### src/rtl/rfs_pkg.sv
// Package: shared bit positions for the receive frame status logic.
// Assumes a 32-bit status word with the length held in the low half.
package rfs_pkg;
    localparam int ST_W      = 32;
    localparam int LEN_FIELD = 16;
    localparam int FL_CRC    = 16;
    localparam int FL_OVR    = 17;
    localparam int FL_NONOCT = 18;
    localparam int FL_SYMERR = 19;
    localparam int FL_LONG   = 20;
    localparam int FL_MCAST  = 21;
    localparam int FL_BCAST  = 22;
    localparam int FL_MISS   = 23;
    localparam int FL_TRUNC  = 24;
    localparam int EV_W      = 3;
    localparam int EV_FRAME  = 0;
    localparam int EV_BABR   = 1;
    localparam int EV_FIFO   = 2;
endpackage

### src/rtl/rfs_len_counter.sv
// Module: saturating byte counter for the frame in progress.
// Gives the length including the current byte and a saturation flag.
// Assumes rx_sof is only meaningful together with rx_valid.
module rfs_len_counter #(
    parameter int LEN_W = 16
) (
    input  logic             clk,
    input  logic             rst_n,
    input  logic             rx_valid,
    input  logic             rx_sof,
    output logic [LEN_W-1:0] len_now,
    output logic             sat_now
);
    localparam logic [LEN_W-1:0] CNT_MAX = '1;
    localparam logic [LEN_W-1:0] CNT_ONE = LEN_W'(1);

    logic [LEN_W-1:0] cnt_q;
    logic             sat_q;

    // Purpose: record the count after each accepted byte.
    always_ff @(posedge clk) begin
        if (!rst_n) begin
            cnt_q <= '0;
            sat_q <= 1'b0;
        end else if (rx_valid) begin
            cnt_q <= len_now;
            sat_q <= sat_now;
        end
    end

    // Purpose: compute the length with the current byte counted.
    always_comb begin
        if (rx_sof) begin
            len_now = CNT_ONE;
            sat_now = 1'b0;
        end else if (cnt_q == CNT_MAX) begin
            len_now = CNT_MAX;
            sat_now = 1'b1;
        end else begin
            len_now = cnt_q + CNT_ONE;
            sat_now = sat_q;
        end
    end
endmodule

### src/rtl/rfs_frame_judge.sv
// Module: end-of-frame decision and status word holder.
// Collects sticky error flags during the frame, decides accept or reject
// on the last byte, and holds the status word until it is taken.
// Assumes the address filter flags are valid with the last byte.
module rfs_frame_judge
    import rfs_pkg::*;
#(
    parameter int LEN_W    = 16,
    parameter int RUNT_LEN = 64
) (
    input  logic             clk,
    input  logic             rst_n,
    input  logic             rx_valid,
    input  logic             rx_sof,
    input  logic             rx_eof,
    input  logic             rx_err,
    input  logic             rx_ovr,
    input  logic             crc_bad,
    input  logic             dribble,
    input  logic             af_accept,
    input  logic             af_bcast,
    input  logic             af_mcast,
    input  logic             af_promisc,
    input  logic [LEN_W-1:0] max_len,
    input  logic [LEN_W-1:0] len_now,
    input  logic             sat_now,
    input  logic             st_ready,
    output logic             st_valid,
    output logic [ST_W-1:0]  st_word,
    output logic             fifo_reject,
    output logic             frame_set,
    output logic             babr_set
);
    localparam logic [LEN_W-1:0] RUNT_L = RUNT_LEN[LEN_W-1:0];

    logic            err_q, ovr_q;
    logic            err_now, ovr_now;
    logic            last_byte, is_long, is_runt, drop;
    logic [ST_W-1:0] word_next;

    // Purpose: sticky error and overrun flags, restarted on a first byte.
    always_ff @(posedge clk) begin
        if (!rst_n) begin
            err_q <= 1'b0;
            ovr_q <= 1'b0;
        end else begin
            err_q <= err_now;
            ovr_q <= ovr_now;
        end
    end

    // Purpose: frame-level decision terms for the current cycle.
    always_comb begin
        err_now   = ((rx_valid && rx_sof) ? 1'b0 : err_q) | rx_err;
        ovr_now   = ((rx_valid && rx_sof) ? 1'b0 : ovr_q) | rx_ovr;
        last_byte = rx_valid && rx_eof;
        is_long   = sat_now || (len_now > max_len);
        is_runt   = len_now < RUNT_L;
        drop      = !af_accept || is_runt;
        frame_set = last_byte && !drop && (!st_valid || st_ready);
        babr_set  = last_byte && !drop && is_long;
    end

    // Purpose: assemble the status word from length and flags.
    always_comb begin
        word_next            = '0;
        word_next[LEN_FIELD-1:0] = LEN_FIELD'(len_now);
        word_next[FL_CRC]    = crc_bad;
        word_next[FL_OVR]    = ovr_now;
        word_next[FL_NONOCT] = dribble;
        word_next[FL_SYMERR] = err_now;
        word_next[FL_LONG]   = is_long;
        word_next[FL_MCAST]  = af_mcast;
        word_next[FL_BCAST]  = af_bcast;
        word_next[FL_MISS]   = af_promisc;
        word_next[FL_TRUNC]  = sat_now;
    end

    // Purpose: hold the status word and issue the reject pulse.
    always_ff @(posedge clk) begin
        if (!rst_n) begin
            st_valid    <= 1'b0;
            st_word     <= '0;
            fifo_reject <= 1'b0;
        end else begin
            fifo_reject <= last_byte && drop;
            if (frame_set) begin
                st_valid <= 1'b1;
                st_word  <= word_next;
            end else if (st_ready) begin
                st_valid <= 1'b0;
            end
        end
    end
endmodule

### src/rtl/rfs_event_reg.sv
// Module: sticky event register with write-one-to-clear.
// A set on the same edge as a clear wins.
module rfs_event_reg #(
    parameter int EV_W = 3
) (
    input  logic            clk,
    input  logic            rst_n,
    input  logic [EV_W-1:0] ev_set,
    input  logic            ev_wr,
    input  logic [EV_W-1:0] ev_wdata,
    output logic [EV_W-1:0] ev_q
);
    logic [EV_W-1:0] clr;

    // Purpose: select the bits that software clears this cycle.
    always_comb clr = ev_wr ? ev_wdata : '0;

    // Purpose: update each event bit; setting has priority over clearing.
    always_ff @(posedge clk) begin
        if (!rst_n) ev_q <= '0;
        else        ev_q <= (ev_q & ~clr) | ev_set;
    end
endmodule

### src/rtl/rx_frame_status.sv
// Module: receive frame status generator (top).
// Joins the byte counter, the frame judge and the event register, and
// drives the masked interrupt line.
// Assumes frames do not overlap and bytes arrive already assembled.
module rx_frame_status
    import rfs_pkg::*;
#(
    parameter int LEN_W    = 16,
    parameter int RUNT_LEN = 64
) (
    input  logic             clk,
    input  logic             rst_n,
    input  logic             rx_valid,
    input  logic             rx_sof,
    input  logic             rx_eof,
    input  logic             rx_err,
    input  logic             rx_ovr,
    input  logic             crc_bad,
    input  logic             dribble,
    input  logic             af_accept,
    input  logic             af_bcast,
    input  logic             af_mcast,
    input  logic             af_promisc,
    input  logic [LEN_W-1:0] max_len,
    input  logic [2:0]       irq_mask,
    input  logic             ev_wr,
    input  logic [2:0]       ev_wdata,
    output logic [2:0]       ev_q,
    output logic             st_valid,
    input  logic             st_ready,
    output logic [31:0]      st_word,
    output logic             fifo_reject,
    output logic             irq
);
    logic [LEN_W-1:0] len_now;
    logic             sat_now, frame_set, babr_set;
    logic [EV_W-1:0]  ev_set;

    rfs_len_counter #(.LEN_W(LEN_W)) u_cnt (
        .clk(clk), .rst_n(rst_n), .rx_valid(rx_valid), .rx_sof(rx_sof),
        .len_now(len_now), .sat_now(sat_now)
    );

    rfs_frame_judge #(.LEN_W(LEN_W), .RUNT_LEN(RUNT_LEN)) u_judge (
        .clk(clk), .rst_n(rst_n), .rx_valid(rx_valid), .rx_sof(rx_sof),
        .rx_eof(rx_eof), .rx_err(rx_err), .rx_ovr(rx_ovr), .crc_bad(crc_bad),
        .dribble(dribble), .af_accept(af_accept), .af_bcast(af_bcast),
        .af_mcast(af_mcast), .af_promisc(af_promisc), .max_len(max_len),
        .len_now(len_now), .sat_now(sat_now), .st_ready(st_ready),
        .st_valid(st_valid), .st_word(st_word), .fifo_reject(fifo_reject),
        .frame_set(frame_set), .babr_set(babr_set)
    );

    // Purpose: gather the event sources into one set vector.
    always_comb begin
        ev_set           = '0;
        ev_set[EV_FRAME] = frame_set;
        ev_set[EV_BABR]  = babr_set;
        ev_set[EV_FIFO]  = rx_ovr;
    end

    rfs_event_reg #(.EV_W(EV_W)) u_ev (
        .clk(clk), .rst_n(rst_n), .ev_set(ev_set), .ev_wr(ev_wr),
        .ev_wdata(ev_wdata), .ev_q(ev_q)
    );

    // Purpose: raise the interrupt for any enabled pending event.
    always_comb irq = |(ev_q & irq_mask);
endmodule

### config.mk
export PLATFORM = sky130hd
export DESIGN_NAME = rx_frame_status
export DESIGN_NICKNAME = d
export VERILOG_FILES = /design/src/rtl/rfs_pkg.sv /design/src/rtl/rfs_len_counter.sv /design/src/rtl/rfs_frame_judge.sv /design/src/rtl/rfs_event_reg.sv /design/src/rtl/rx_frame_status.sv
export SDC_FILE = /design/constraint.sdc
export NUM_CORES = 1
export LEC_CHECK = 0
export ABC_AREA = 1
export ABC_CLOCK_PERIOD_IN_PS = 7500
export BUFFER_PORTS_ARGS = -buffer_cell sky130_fd_sc_hd__buf_4
export CAP_MARGIN = 25
export CORE_ASPECT_RATIO = 1.5
export CORE_UTILIZATION = 53
export DETAILED_ROUTE_END_ITERATION = 10
export PLACE_DENSITY = 0.82
export REMOVE_ABC_BUFFERS = 1
export SETUP_SLACK_MARGIN = 0.05
export SLEW_MARGIN = 20
export SYNTH_ARGS = -nofsm -noshare
export SYNTH_HDL_FRONTEND = slang
export SYNTH_SLANG_ARGS = --single-unit
### constraint.sdc
create_clock -name clk -period 7.5 [get_ports clk]
set_input_delay 0.375 -clock clk [delete_from_list [all_inputs] [get_ports clk]]
set_output_delay 0.375 -clock clk [all_outputs]
set_load 0.05 [all_outputs]
==> results of run 1 <==
## tightest hold or removal path, cell delays in order
cell	delay (ps)
buf_4	80
a21oi_1	30
nor2_1	70
## cells by family after synthesis
group	Yosys count	synth area share
and+or+nand+nor	231	0.330
buffers and inverters	102	0.150
AOI/OAI and AO/OA	60	0.106
DFF	49	0.330
adders and majority gates	17	0.0715
xor gates and xnor gates	4	0.0118
other	1	0.00126
## metrics by stage
step	hold slack, ps	setup slack, ps
3_5_place_dp	475	4620
5_1_grt	287	4210
6_report	287	4620
3_3_place_gp	459	4740
2_1_floorplan	448	5140
4_1_cts	282	4570
## placed cells by master, fill, tap and decap left out, types with 2 or more instances in the layout
cell type and n:
nand2_1 112, inv_1 76, nor2_1 75, buf_4 67
dfxtp_1 49, a21oi_1 29, o21ai_0 24, nand3_1 19
ha_1 17, nand4_1 8, conb_1 7, nor2_2 6
clkbuf_8 5, inv_2 4, nand2_2 3, o21ai_1 2
xor2_1 2, xnor2_1 2, o21bai_1 2, nand3b_1 2
nor3_1 2, bufinv_16 2
## Yosys cell counts, types with 2 or more instances
cell / n / area (sq um)
nand3b_1: 2 / 15.0
o21ai_0: 24 / 120
inv_1: 76 / 285
o21ai_1: 2 / 10.0
nor2_1: 75 / 282
clkbuf_1: 7 / 26.3
nand3_1: 19 / 95.1
nand2_2: 3 / 18.8
xnor2_1: 2 / 17.5
dfxtp_1: 49 / 981
nand2_1: 112 / 420
inv_2: 4 / 15.0
a21oi_1: 29 / 145
nor3_1: 2 / 10.0
nor2_2: 6 / 37.5
xor2_1: 2 / 17.5
buf_6: 4 / 45.0
nand4_1: 8 / 50.1
buf_4: 9 / 67.6
ha_1: 17 / 213
o21bai_1: 2 / 15.0
## final cells by class
| cell class | instances | area (sq um) | area share |
|---|---|---|---|
| Clock buffer | 5 | 68.8 | 0.0192 |
| Clock inverter | 3 | 65.1 | 0.0182 |
| Inverter | 81 | 304 | 0.0849 |
| Multi-Input combinational cell | 319 | 1570 | 0.439 |
| Sequential cell | 49 | 981 | 0.274 |
| Tap cell | 70 | 87.6 | 0.0245 |
| Timing Repair Buffer | 67 | 503 | 0.141 |
## layer usage
metal / up-vias / GRT usage / part of all wire
met2: 60 / 0.478 / 0.53
met3: 16 / 0.0376 / 0.030
met5: - / 0 / 0
li1: 1536 / - / -
met1: 1337 / 0.271 / 0.40
met4: 0 / 0.138 / 0.036
## sequential cells by signal, summed over array words and instances (netlist names)
| register | cells |
|---|---|
| u_judge.fifo_reject | 1 |
| u_judge.st_word | 25 |
| u_judge.ovr_q | 1 |
| u_cnt.cnt_q | 16 |
| u_judge.st_valid | 1 |
| u_ev.ev_q | 3 |
| u_cnt.sat_q | 1 |
| u_judge.err_q | 1 |
## path summary, 6_finish.rpt
kind / start / to / cells after the start
worst max-delay path: u_cnt.cnt_q[1] / u_judge.st_word[20] / 20
worst min-delay path: rx_ovr / u_ev.ev_q[2] / 3
worst max register to register: u_cnt.cnt_q[1] / u_judge.st_word[20] / 20
worst min register to register: u_judge.err_q / u_judge.err_q / 2
## report_power, final
part           total, mW  internal, mW  switching [mW]
logic              0.134        0.0452          0.0884
clock network      0.223         0.132          0.0902
registers          0.284         0.274          0.0105
total              0.641         0.451           0.189
==> out/metrics.cfg, run 1 <==
[global_route]
first_global_vias = 2875
grt_usage = 0.256
overflow = 0
antenna_found_initial = 0
grt_max_degree = 53
grt_pass1_wl_um = 12100

[finish]
postLayoutCellArea_sq_um = 3580
fin_nets = 577
n_antenna_cell = 0
syn_to_final_growth_pct = 20.3
n_fill_cell = 542
fin_cells = 594
fin_util = 0.657
drive_gt1_frac = 0.177

[yosys]
avgSynthCellArea_sq_um = 6.41
syn_area_sq_um = 2980
synth-seq-cells = 49
synth-main-ff-cell = dfxtp_1
yosys.cell_types.count = 31
ys_seq_area_frac = 0.330
synthCells = 464
synth_edf_count = 0
synth-async-reset-ratio = 0
ys_warn_count = 0

[cts]
clkTransAtPathRegs_ps = 100
cts_htree_levels = 2
cts_resized = 0
cts.root.buffer_cell = clkbuf_8
cts_setup_buffers = 0
clk_path_buf_depth = 2
worstSkewPairLatency_ps = 300
cts_tree = done
cts_buffers = 5
cts_hold_buf = 0
clock-sinks = 49

[die]
start_util = 0.546
ios = 75
die_h_um = 93.8
core_area_sq_um = 5450
fp-row-count = 33
die_area_sq_um = 5920
dieWidth_um = 63.2

[worst_setup_path]
end_kind = flop
critPathBufInv = 2
critPathTopFamily = simple AND/OR/NAND/NOR gates
cp.required_ps = 7700
cp_max_fo = 7
crit_path_cell_trace = ha_1, nand2_1, nor2_2, nand2_2, nor2_2, o21ai_0, inv_1, ha_1, inv_1, nor2_1, nor2_1, o21ai_0, nand2_1, o211ai_1, nand2_1, nand2_1, nand2_1, o21ai_0, o21bai_1, nor2_1
cp.arrival_ps = 3080
cp_common_cell = nand2_1
path_class = flop to flop
critPathMaxStageDelay_ps = 380
cp-start-kind = flop
reg2reg_slack_ps = 4620
cp_slowest_cell = dfxtp_1

[placement]
gp_congestion = 0.868
dpl_cell_area_sq_um = 3450
dp_hpwl_um = 5150
dp_cells = 586
io_buffers = 67

[sta]
fin_worst_skew_ps = 11.5
rsz0062_at_grt = false
fmax_mhz = 347
fin_tns_setup_ps = 0
setup_viol_count_final = 0
hold_viol = 0
tightest_slew_ps = 715
slew_violations = 0
period_minus_slack_ps = 2880
fin_crit_sh = 0.384
relSlewSlack = 0.523

[pwr]
leakagePower_nw = 2.01
power_mw = 0.641
peakVddDrop_mv = 0.145
pwr_density_cell_nw_per_um2 = 179

[detailed_routing]
firstDrtPassIters = 4
drt-initial-drc-count = 122
wl_um = 7030
wl_per_cell_um = 11.8
viasPerCell = 4.96
drc = 0
vias = 2949
antenna_left = 0

[flow_run]
max_cap_viol_count = 0

[min_path]
hold_path_class = input port to flop

[run_status]
status = completed

Note: power is estimated with default switching activity, not from simulation.
==> inputs of run 2 (changes only) <==
Settings changed: ABC_CLOCK_PERIOD_IN_PS 7500 to 2500, CORE_UTILIZATION 53 to 48, PLACE_DENSITY 0.82 to 0.78.
Clock period 7.5 ns to 2.5 ns, I/O delays scaled along.
==> run 2 against run 1 <==
  * Critical path depth decreased by 2
  * Design area is 13% higher
  * Utilization up 3.4 points
  * Sequential power grew to 3.0 times the previous value
  * Critical path type unchanged
  * Highest routed layer unchanged
==> out/metrics.cfg, run 2 (synthesis gave the netlist of run 1 again) <==
[run_status]
status = completed

[pwr]
leakagePower_nw = 2.21  ; +9.9%
power_mw = 1.79  ; +180%
pwr_density_cell_nw_per_um2 = 441  ; +150%
peakVddDrop_mv = 0.382  ; +160%

[sta]
rsz0062_at_grt = true
fin_tns_setup_ps = 0  ; unchanged
fin_crit_sh = 0.996  ; +0.612
slew_violations = 0  ; unchanged
hold_viol = 0  ; unchanged
setup_viol_count_final = 0  ; unchanged
fmax_mhz = 402  ; +16%
fin_worst_skew_ps = 7.77  ; -3.74 ps
period_minus_slack_ps = 2490  ; -389 ps

[finish]
drive_gt1_frac = 0.310  ; +0.133
fin_util = 0.691  ; +0.0344
n_fill_cell = 501  ; -7.6%
top_regs = u_judge.st_word (25), u_cnt.cnt_q (16), u_ev.ev_q (3)
fin_cells = 633  ; +6.6%
n_antenna_cell = 0  ; unchanged
final_cell_mix = nand2_1 (107), buf_4 (101), nor2_1 (71), inv_1 (70), dfxtp_1 (39)
regMostFlops = u_judge.st_word
syn_to_final_growth_pct = 36.4
layout_commonest_cell = nand2_1
fin_nets = 614  ; +6.4%
largest_reg_flops = 25  ; unchanged

[placement]
dp_hpwl_um = 5570  ; +8.1%
io_buffers = 67  ; unchanged
dp_cells = 618  ; +5.5%
gp_congestion = 0.863  ; -0.53%

[detailed_routing]
wl_um = 7900  ; +12%
drc = 0  ; unchanged
firstDrtPassIters = 5  ; +1
vias = 3147  ; +6.7%
antenna_left = 0  ; unchanged
drt-initial-drc-count = 146  ; +20%
viasPerCell = 4.97  ; +0.14%
wl_per_cell_um = 12.5  ; +5.5%

[worst_setup_path]
cp_max_fo = 5  ; -2
cp-start-kind = flop
cp.required_ps = 2730  ; -4970 ps
cp.arrival_ps = 2720  ; -360 ps
path_class = flop to flop
end_kind = flop

[die]
fp-row-count = 34  ; +3.0%
start_util = 0.507  ; -0.0391
die_h_um = 98.4  ; +5.0%
dieWidth_um = 66.3  ; +4.9%
die_area_sq_um = 6520  ; +10%
ios = 75  ; unchanged
core_area_sq_um = 5870  ; +7.7%

[cts]
cts_tree = done
cts_hold_buf = 0  ; unchanged
cts.root.buffer_cell = clkbuf_8
worstSkewPairLatency_ps = 310  ; about the same
clock-sinks = 49  ; unchanged
cts_buffers = 5  ; unchanged
clkTransAtPathRegs_ps = 100  ; about the same
cts_htree_levels = 2  ; unchanged
clk_path_buf_depth = 2  ; unchanged

[global_route]
grt_max_degree = 43  ; -19%
grt_pass1_wl_um = 12400  ; +2.0%
first_global_vias = 2868  ; -0.24%
antenna_found_initial = 0  ; unchanged
grt_usage = 0.241  ; -0.0148
overflow = 0  ; unchanged

[flow_run]
max_cap_viol_count = 0  ; unchanged

[min_path]
hold_path_class = input port to flop

==> run 2: cell types whose count changed in the layout (fill, tap and decap cells not counted), moves of 5 or more <==
cell and delta:
ha_1 -6, o21ai_0 -6, inv_1 -6, buf_4 +34, dfxtp_2 +7, ha_4 +6
nand2_1 -5, inv_2 +6, dfxtp_1 -10, nand3_2 +5, nand3_1 -5, nor2_4 +5
==> run 2: per-layer routing <==
metal / part of all wire / vias to the layer above / GRT usage
met4: 0.019 / 0 / 0.0736
met2: 0.55 / 73 / 0.444
li1: - / 1614 / -
met3: 0.034 / 15 / 0.0313
met5: 0 / - / 0
met1: 0.39 / 1445 / 0.280
==> run 2: worst paths after layout <==
path,slack (ps),start,endpoint,cells past startpoint
max,10,u_cnt.cnt_q[7],u_ev.ev_q[1],18
min,40,rx_err,u_judge.err_q,3
max reg2reg,10,u_cnt.cnt_q[7],u_ev.ev_q[1],18
min reg2reg,490,u_ev.ev_q[0],u_ev.ev_q[0],2
==> run 2: layout make-up <==
type | count | area [sq um] | share of cell area
repair buffers | 104 | 801 | 0.197
flip-flops and latches | 49 | 1000 | 0.247
multi-input cells | 319 | 1780 | 0.438
inverters | 81 | 304 | 0.0749
clock inverters | 3 | 17.5 | 0.00432
clock buffers | 5 | 68.8 | 0.0170
well taps | 72 | 90.1 | 0.0222
==> run 2: power breakdown <==
part           leakage [nW]  internal (mW)  total [mW]  switching [mW]
registers             0.405          0.822       0.855          0.0330
logic                  1.76          0.171       0.466           0.295
clock network        0.0439          0.194       0.466           0.273
total                  2.21           1.19        1.79           0.601
==> run 2: repair_timing <==
| action | 4_1_cts | 5_1_grt |
|---|---|---|
| cloned | 0 | 0 |
| pin swaps | 5 | 23 |
| buffers inserted | 0 | 7 |
| resized for setup | 22 | 43 |
| setup endpoints to repair | 2 | 19 |
==> run 2: stage by stage <==
step / instance area [sq um] / hold WS (ps) / setup slack, ps
4_1_cts: 3830 / 35.3 / 64.0
5_1_grt: 4060 / 33.2 / -139
2_1_floorplan: 2860 / 218 / 138
3_3_place_gp: 3690 / 339 / -152
6_report: 4060 / 37.5 / 9.77
3_5_place_dp: 3690 / 353 / -217
==> run 2: critical path: stages (launching register included) <==
cell and delay, ps:
dfxtp_1 390, nand2_1 110, nor2_1 190, nand2_1 100, o21ai_1 170, nand3_2 90
nand2_1 110, inv_2 60, ha_4 260, nand2_1 40, inv_1 80, nand3_2 120
a21oi_2 170, nor2_2 70, nand2_1 60, nand2_1 70, o21ai_2 70, nand4_1 100
a21oi_1 140
